[config.mk]
export PLATFORM = sky130hd
export DESIGN_NAME = outer_bank_combiner
export DESIGN_NICKNAME = d
export VERILOG_FILES = /design/src/rtl/obc_pkg.sv /design/src/rtl/obc_cfg_regs.sv /design/src/rtl/obc_prg_map.sv /design/src/rtl/obc_chr_map.sv /design/src/rtl/outer_bank_combiner.sv
export SDC_FILE = /design/constraint.sdc
export NUM_CORES = 1
export LEC_CHECK = 0
export BUFFER_PORTS_ARGS = -buffer_cell sky130_fd_sc_hd__buf_2
export CORE_AREA = 2 2 93 95
export CTS_CLUSTER_DIAMETER = 50
export CTS_CLUSTER_SIZE = 30
export DETAILED_ROUTE_END_ITERATION = 6
export DIE_AREA = 0 0 95 97
export PLACE_DENSITY = 0.73
export SYNTH_ARGS = -nofsm -noshare
export SYNTH_HDL_FRONTEND = slang
export SYNTH_SLANG_ARGS = --single-unit
[constraint.sdc]
create_clock -name clk -period 2.5 [get_ports clk]
set_input_delay 0.5 -clock clk [delete_from_list [all_inputs] [get_ports clk]]
set_output_delay 0.5 -clock clk [all_outputs]
set_load 0.01 [all_outputs]
[src/rtl/obc_pkg.sv]
package obc_pkg;
    localparam int NPRG   = 4;
    localparam int NCHR   = 8;
    localparam int IB_W   = 8;
    localparam int PRG_W  = 8;
    localparam int CHR_W  = 9;
    localparam int DIP_W  = 8;
    localparam int PB_W   = 7;

    localparam logic [PB_W-1:0]  PRG_MASK_WIDE   = 7'h1F;
    localparam logic [PB_W-1:0]  PRG_MASK_NARROW = 7'h0F;
    localparam logic [CHR_W-1:0] CHR_MASK_FULL   = 9'h0FF;
    localparam logic [CHR_W-1:0] CHR_MASK_128    = 9'h07F;
    localparam logic [CHR_W-1:0] CHR_MASK_32     = 9'h01F;

    typedef enum logic [1:0] {
        SCH_WIN = 2'b00,
        SCH_SER = 2'b01,
        SCH_NIB = 2'b10
    } scheme_e;

    typedef struct packed {
        logic [7:0]      chr_base;
        logic [PB_W-1:0] prg_base;
        logic            prg_fix;
        logic            chr_fix;
        logic            chr_128;
        logic            chr_32;
        logic            prg_narrow;
        logic [DIP_W-1:0] dip;
    } cfg_t;

    function automatic scheme_e decode_scheme(input logic [1:0] sel);
        if (!sel[1])    return SCH_WIN;
        else if (sel[0]) return SCH_NIB;
        else            return SCH_SER;
    endfunction
endpackage

[src/rtl/obc_cfg_regs.sv]
module obc_cfg_regs
    import obc_pkg::*;
(
    input  logic        clk,
    input  logic        rst_n,
    input  logic        soft_rst,
    input  logic [15:0] cpu_addr,
    input  logic        cpu_we,
    input  logic [7:0]  cpu_wdata,
    output cfg_t        cfg
);
    cfg_t cfg_d, cfg_q;
    logic hit;
    logic unused_addr_mid;

    assign hit             = cpu_we && (cpu_addr[15:12] == 4'h5);
    assign unused_addr_mid = ^cpu_addr[11:2];

    always_comb begin
        cfg_d = cfg_q;
        if (soft_rst) begin
            cfg_d     = '0;
            cfg_d.dip = cfg_q.dip + 1'b1;
        end else if (hit) begin
            case (cpu_addr[1:0])
                2'd0: cfg_d.chr_base = cpu_wdata;
                2'd1: cfg_d.prg_base = cpu_wdata[7:1];
                2'd2: begin
                    cfg_d.prg_fix    = cpu_wdata[7];
                    cfg_d.chr_fix    = cpu_wdata[6];
                    cfg_d.chr_128    = cpu_wdata[5];
                    cfg_d.chr_32     = cpu_wdata[4];
                    cfg_d.prg_narrow = cpu_wdata[2];
                end
                default: ;
            endcase
        end
    end

    always_ff @(posedge clk or negedge rst_n) begin
        if (!rst_n) cfg_q <= '0;
        else        cfg_q <= cfg_d;
    end

    assign cfg = cfg_q;
endmodule

[src/rtl/obc_prg_map.sv]
module obc_prg_map
    import obc_pkg::*;
(
    input  logic [PB_W-1:0]      prg_base,
    input  logic                 prg_fix,
    input  logic                 prg_narrow,
    input  scheme_e              scheme,
    input  logic                 swap,
    input  logic [NPRG*IB_W-1:0] inner,
    output logic [NPRG*PRG_W-1:0] bank
);
    logic [PB_W-1:0]  mask7;
    logic [PRG_W-1:0] mask8, outer8, mask_ser, outer_ser;

    assign mask7     = prg_narrow ? PRG_MASK_NARROW : PRG_MASK_WIDE;
    assign mask8     = {1'b0, mask7};
    assign outer8    = {1'b0, prg_base};
    assign mask_ser  = mask8 >> 1;
    assign outer_ser = outer8 >> 1;

    for (genvar k = 0; k < NPRG; k++) begin : g_win
        localparam logic [2:0] KB = 3'(k);
        logic [IB_W-1:0]  raw;
        logic [IB_W-1:0]  pick;
        logic [PRG_W-1:0] out_w;

        assign raw = inner[k*IB_W +: IB_W];

        always_comb begin
            if (k == 1)      pick = raw;
            else if (k == 3) pick = 8'hFF;
            else if ((k == 0) != swap) pick = inner[0 +: IB_W];
            else             pick = 8'hFE;
        end

        always_comb begin
            if (prg_fix) begin
                if (prg_narrow) out_w = {1'b0, prg_base[PB_W-1:1], KB[0]};
                else            out_w = {1'b0, prg_base[PB_W-1:2], KB[1:0]};
            end else if (scheme == SCH_SER) begin
                out_w = (((raw & mask_ser) | (outer_ser & ~mask_ser)) << 1)
                        | {7'b0, KB[0]};
            end else begin
                out_w = (pick & mask8) | (outer8 & ~mask8);
            end
        end

        assign bank[k*PRG_W +: PRG_W] = out_w;
    end
endmodule

[src/rtl/obc_chr_map.sv]
module obc_chr_map
    import obc_pkg::*;
(
    input  logic [7:0]            chr_base,
    input  logic                  chr_fix,
    input  logic                  chr_128,
    input  logic                  chr_32,
    input  scheme_e               scheme,
    input  logic [NCHR*IB_W-1:0]  inner,
    output logic [NCHR*CHR_W-1:0] bank
);
    logic [CHR_W-1:0] mask9, outer9, mask_ser, outer_ser;

    assign mask9     = chr_32 ? CHR_MASK_32 : (chr_128 ? CHR_MASK_128 : CHR_MASK_FULL);
    assign outer9    = {chr_base, 1'b0};
    assign mask_ser  = mask9 >> 2;
    assign outer_ser = outer9 >> 2;

    for (genvar k = 0; k < NCHR; k++) begin : g_win
        localparam logic [2:0] KB = 3'(k);
        logic [CHR_W-1:0] raw9;
        logic [CHR_W-1:0] out_w;

        assign raw9 = {1'b0, inner[k*IB_W +: IB_W]};

        always_comb begin
            if (chr_fix)
                out_w = {chr_base[7:2], KB};
            else if (scheme == SCH_SER)
                out_w = (((raw9 & mask_ser) | (outer_ser & ~mask_ser)) << 2)
                        | {7'b0, KB[1:0]};
            else
                out_w = (raw9 & mask9) | (outer9 & ~mask9);
        end

        assign bank[k*CHR_W +: CHR_W] = out_w;
    end
endmodule

[src/rtl/outer_bank_combiner.sv]
module outer_bank_combiner
    import obc_pkg::*;
(
    input  logic        clk,
    input  logic        rst_n,
    input  logic        soft_rst,
    input  logic [15:0] cpu_addr,
    input  logic        cpu_we,
    input  logic [7:0]  cpu_wdata,
    output logic [7:0]  cpu_rdata,
    input  logic [31:0] inner_prg,
    input  logic        inner_prg_swap,
    input  logic [63:0] inner_chr,
    output logic [31:0] prg_bank,
    output logic [71:0] chr_bank,
    output logic [1:0]  inner_sel
);
    cfg_t    cfg;
    scheme_e scheme;
    logic [7:0]      chr_base_w;
    logic [PB_W-1:0] prg_base_w;
    logic [4:0]      layout_w;
    logic [DIP_W-1:0] dip_w;

    obc_cfg_regs u_regs (
        .clk       (clk),
        .rst_n     (rst_n),
        .soft_rst  (soft_rst),
        .cpu_addr  (cpu_addr),
        .cpu_we    (cpu_we),
        .cpu_wdata (cpu_wdata),
        .cfg       (cfg)
    );

    assign chr_base_w = cfg.chr_base;
    assign prg_base_w = cfg.prg_base;
    assign layout_w   = {cfg.prg_fix, cfg.chr_fix, cfg.chr_128, cfg.chr_32, cfg.prg_narrow};
    assign dip_w      = cfg.dip;
    assign scheme     = decode_scheme(chr_base_w[1:0]);

    obc_prg_map u_prg (
        .prg_base   (prg_base_w),
        .prg_fix    (layout_w[4]),
        .prg_narrow (layout_w[0]),
        .scheme     (scheme),
        .swap       (inner_prg_swap),
        .inner      (inner_prg),
        .bank       (prg_bank)
    );

    obc_chr_map u_chr (
        .chr_base (chr_base_w),
        .chr_fix  (layout_w[3]),
        .chr_128  (layout_w[2]),
        .chr_32   (layout_w[1]),
        .scheme   (scheme),
        .inner    (inner_chr),
        .bank     (chr_bank)
    );

    assign inner_sel = scheme;
    assign cpu_rdata = (cpu_addr[15:12] == 4'h5) ? dip_w : 8'h00;
endmodule

# Word level (Yosys, flattened, before mapping)
# Index checks and enable logic that the tools add are counted.
classes:
  n_eq_ne: 4
  n_shift: 0
  mux: 41
  n_addsub: 1
  div_mod_pow: 0
  bitwise: 55
  n_lt_le_gt_ge: 0
  reduce_logical: 9
  n_mul: 0
ops:
  columns: ["cell", "n"]
  rows:
  - ["2-to-1 mux 9 bit", 17]
  - ["2-to-1 mux 8 bit", 13]
  - ["bitwise OR 7 bit", 12]
  - ["bitwise AND 8 x 9 -> 9 bit", 8]
  - ["bitwise OR 9 bit", 8]
  - ["bitwise AND 7 bit", 9]
  - ["2-to-1 mux 20 bit", 2]
  - ["bitwise AND 7 x 6 -> 7 bit", 4]
  - ["bitwise OR 8 bit", 3]
  - ["bitwise AND 8 x 7 -> 8 bit", 2]
  - ["2-to-1 mux 2 bit", 6]
  - ["2-to-1 mux 5 bit", 2]
  - ["bitwise AND 9 bit", 1]
  - ["NOT 9 bit", 1]
  - ["adder 8 x 1 -> 8 bit, second input constant", 1]
  - ["bitwise AND 7 x 8 -> 8 bit", 1]
  - ["bitwise AND 8 x 5 -> 8 bit", 1]
  - ["NOT 7 -> 8 bit", 1]
  - ["bitwise OR 7 x 8 -> 8 bit", 1]
  - ["nonzero test 2 bit", 4]
  - ["bitwise AND 6 x 7 -> 7 bit", 1]
  - ["2-to-1 mux 7 bit", 1]
  - ["NOT 6 -> 7 bit", 1]
  - ["NOT 7 bit", 1]
  - ["other kinds (6)", 9]
word_totals:
  n_memories: 0
  mem_bits_rw: 0
  out_inout_bits: 114
  elab_cells: 118
  latch_bits: 0
  register_bits: 28
  rom_bits: 0
  in_bits: 125

# Depth between registers and ports, before layout
depth:
  word_depth: 7
  mapped_depth: 6
  depth_no_buf: 4

# Cells and area by module
# Synthesis repeated with hierarchy kept, for this count alone.
unflattened:
  cells_unflattened: 407
  hier_area_um2: 2841.5
modules_own_cells:
  columns: ["mod", "seq_area_each_um2", "area_each_um2", "n_inst", "cells_each"]
  rows:
  - ["obc_cfg_regs", 700.7, 1330.0, 1, 121]
  - ["obc_chr_map", 0.0, 974.7, 1, 195]
  - ["obc_prg_map", 0.0, 451.7, 1, 80]
  - ["outer_bank_combiner", 0.0, 85.1, 1, 11]

# Worst setup path after synthesis
# Ideal clock, no wire load.
synth_path:
  kind: "register to output"
  start: "register u_regs.cfg_q (netlist bit u_regs.cfg[20])"
  end: "output prg_bank[20]"
  path_slack_ns: 0.728
  required_time_ns: 2.000
  arrival_ns: 1.272
  path_stages_with_launch: 7
  n_path_buf: 2
  cell_sequence: "dfrtp_1 > nand2b_4 > buf_8 > inv_8 > buf_8 > nor3_1 > o41ai_1"
synth_via:
  elab_chain_len: 5
synth_lines:
  columns: ["element", "line", "text"]
  rows:
  - ["start: declaration", "obc_cfg_regs.sv:12", "cfg_t cfg_d, cfg_q;"]
  - ["start signal: assignment", "obc_cfg_regs.sv:42", "else cfg_q <= cfg_d;"]
  - ["2-to-1 mux 2 bit", "obc_pkg.sv:35", "else if (sel[0]) return SCH_NIB;"]
  - ["2-to-1 mux 2 bit", "obc_pkg.sv:34", "if (!sel[1]) return SCH_WIN;"]
  - ["== test 2 x 1 -> 1 bit", "obc_prg_map.sv:40", "end else if (scheme == SCH_SER) begin"]
  - ["2-to-1 mux 8 bit", "obc_prg_map.sv:40", null]
  - ["2-to-1 mux 8 bit", "obc_prg_map.sv:37", "if (prg_fix) begin"]
  - ["end: declaration", "outer_bank_combiner.sv:14", "output logic [31:0] prg_bank,"]
# No other way between the ends.

# Final worst setup path
# Ends and elaborated chain as after synthesis.

==> out/metrics.csv <==
metric,value,unit
post_route_cells_drive_above_1_share,40.79,%
max_cap_viol_count,0,
dr.pass1.iters,4,
post_synth_num_cell_types,37,
n_antenna_cell,0,
wl_per_cell,14.61,um
main_combinational_cell_family_by_area_after_synthesis,simple AND/OR/NAND/NOR gates,
cellLeakagePower,2.084,nW
cellPowerDensity,334.6,mW/mm^2
post-route-drc-count,0,
place.gp.congestion,0.8792,
numCtsBuffers,3,
placed_cells,660,
synth.yosys.seq_area_share,24.25,%
route.antenna.remaining_nets,0,
fmax,426.0,MHz
cts_hold_buf,0,
endpoint_class_of_the_critical_path,primary output,
crit_arrival,1.85,ns
layout.cells.most_common_list,"buf_2, nand2_1, a31oi_1",
crit_path_start_kind,register,
worstPathMaxFanout,71,
postLayoutCellArea,0.003721,mm^2
number_of_flip_flops_under_the_largest_register_name,27,
placement.io_buffers,209,
dr_total_vias,3420,
grt_pass1_vias,3132,
rows,33,
die-area,0.009215,mm^2
instances_no_fill,664,
wirelength,9.701,mm
synth-warning-count,0,
synth.ff_latch_count,27,
slew_headroom,53.36,%
nFillCells,847,
layout.nets,686,
worst_pin_slew,0.6970,ns
fin_ws,0.1523,ns
hp-class,in2async,
synthMuxAreaShare,7.589,%
grt_first_pass_wirelength,14.80,mm
cts_repair_resize_count,0,
finalSetupViolations,0,
synth_enable_flop_cells,0,
floorplan.io_pins,239,
cts_htree_levels,1,
synth_fa_ha_area_share,0.4490,%
start_util,34.26,%
crit_type,reg2out,
timing.final.crit_share,93.91,%
global_route.usage.total,19.70,%
grt.overflow.total,0,
totalNegativeSetupSlack,0,ns
number_of_antenna_violations_at_the_first_check_in_global_routing,0,
irDropWorstVdd,0.0002960,V
dp.final_hpwl,7.711,mm
fin_skew,0.003858,ns
fp.dieH,97,um
netlist_instances,389,
post-layout-total-power,1.245,mW
clk_path_buf_depth,2,
final-hold-violation-count,0,
tritoncts,done,
grt_start_max_net_pins,72,
detail_route.vias_per_cell,5.151,
cp.required,2.00,ns
cts_root_buffer_type,clkbuf_8,
post_cts.repair.setup_buffers,0,
complex_gate_fraction_of_the_synthesized_area,13.52,%
mostFrequentLayoutCell,buf_2,
cts.sink_count,27,
placement.setup.worst_slack,0.4183,ns
synthesis.area_per_instance,7.163,um^2
clock_latency,0.27,ns
synth_simple_gate_area_share,38.21,%
status,completed,
final_max_slew_viol_count,0,
clk_slew_on_worst_s_h_paths,0.09,ns
total_core_area,0.008134,mm^2
die_width,95,um
ys_async_sr_fraction,100.0,%
main_flop_type_after_synthesis,dfrtp_1,
drt_iter0_markers,132,
synth_area,0.002786,mm^2
rr_worst_depth,2,
yosys.area_share.xor_xnor,2.200,%
placedInstanceArea,0.003662,mm^2
grt_setup_unrepaired,false,
final_period_minus_worst_setup_slack,2.348,ns
syn_to_final_growth,33.54,%
==> per-stage QoR <==
stage / hold WS (ns) / utilization [%]
detailed placement: 0.4593 / 45.02
finish: 0.2159 / 45.75
floorplan: 0.2044 / -
global route: 0.2571 / 45.75
CTS: 0.2392 / 45.58
global placement: 0.4530 / 45.02
==> final cells by class <==
cell class	count	area, um^2	share of cell area [%]
Multi-Input combinational cell	309	1750	47.04
Timing Repair Buffer	214	1087	29.22
Sequential cell	27	675.6	18.16
Tap cell	105	131.4	3.531
Clock buffer	4	45.04	1.210
Inverter	5	31.28	0.8406
==> worst paths after layout <==
check	startpoint	endpoint	slack (ns)
max	u_regs.cfg[20]$_DFFE_PN0P_	prg_bank[20]	0.15
min	rst_n	u_regs.cfg[0]$_DFFE_PN0P_	0.22
max reg2reg	u_regs.cfg[12]$_DFFE_PN0P_	u_regs.cfg[12]$_DFFE_PN0P_	1.38
min reg2reg	u_regs.cfg[7]$_DFFE_PN0P_	u_regs.cfg[7]$_DFFE_PN0P_	0.47
max in group asynchronous	rst_n	u_regs.cfg[16]$_DFFE_PN0P_	1.89
min in group clk	u_regs.cfg[7]$_DFFE_PN0P_	u_regs.cfg[7]$_DFFE_PN0P_	0.47
==> cell families (layout without fill, tap and decap cells) <==
logic type               Yosys count  count (layout)
AND/OR/NAND/NOR                  215             215
other                              2               5
adder cells (fa/ha/maj)            1               1
buffers and inverters             56             223
flip-flops                        27              27
AO/OA/AOI/OAI                     60              60
XOR/XNOR                           7               7
multiplexers                      21              21
==> synthesized netlist by cell type (4+ instances only) <==
master	n	area, um^2
mux2i_1	20	200.2
or3_1	9	56.30
inv_1	4	15.01
a21oi_1	5	25.02
and2_1	9	56.30
clkbuf_1	6	22.52
a31oi_1	45	281.5
and3_1	11	68.82
o31ai_1	5	37.54
nand2_1	108	405.4
xnor2_1	4	35.03
nand2b_1	27	168.9
nor3_1	12	60.06
nor2_1	21	78.83
buf_2	13	65.06
buf_4	26	195.2
nand3_1	6	30.03
dfrtp_1	27	675.7
==> where the power goes <==
group | internal, mW | total, mW | switching, mW | leakage, nW
registers | 0.493 | 0.563 | 0.0701 | 0.365
logic | 0.217 | 0.435 | 0.218 | 1.70
clock network | 0.114 | 0.247 | 0.133 | 0.0228
total | 0.824 | 1.25 | 0.421 | 2.08
==> layer usage <==
layer	track usage, %	wire length [um]
met1	24.05	3944
met3	1.480	677
met4	3.122	139
met2	37.48	4940
met5	0	0
==> worst max-delay path, stage by stage, from the launching register on <==
cell      delay (ns)
dfrtp_1         0.40
nand2b_4        0.28
clkinv_8        0.27
nor3_1          0.09
o41ai_1         0.29
buf_2           0.20
Note: power is estimated with default switching activity, not from simulation.
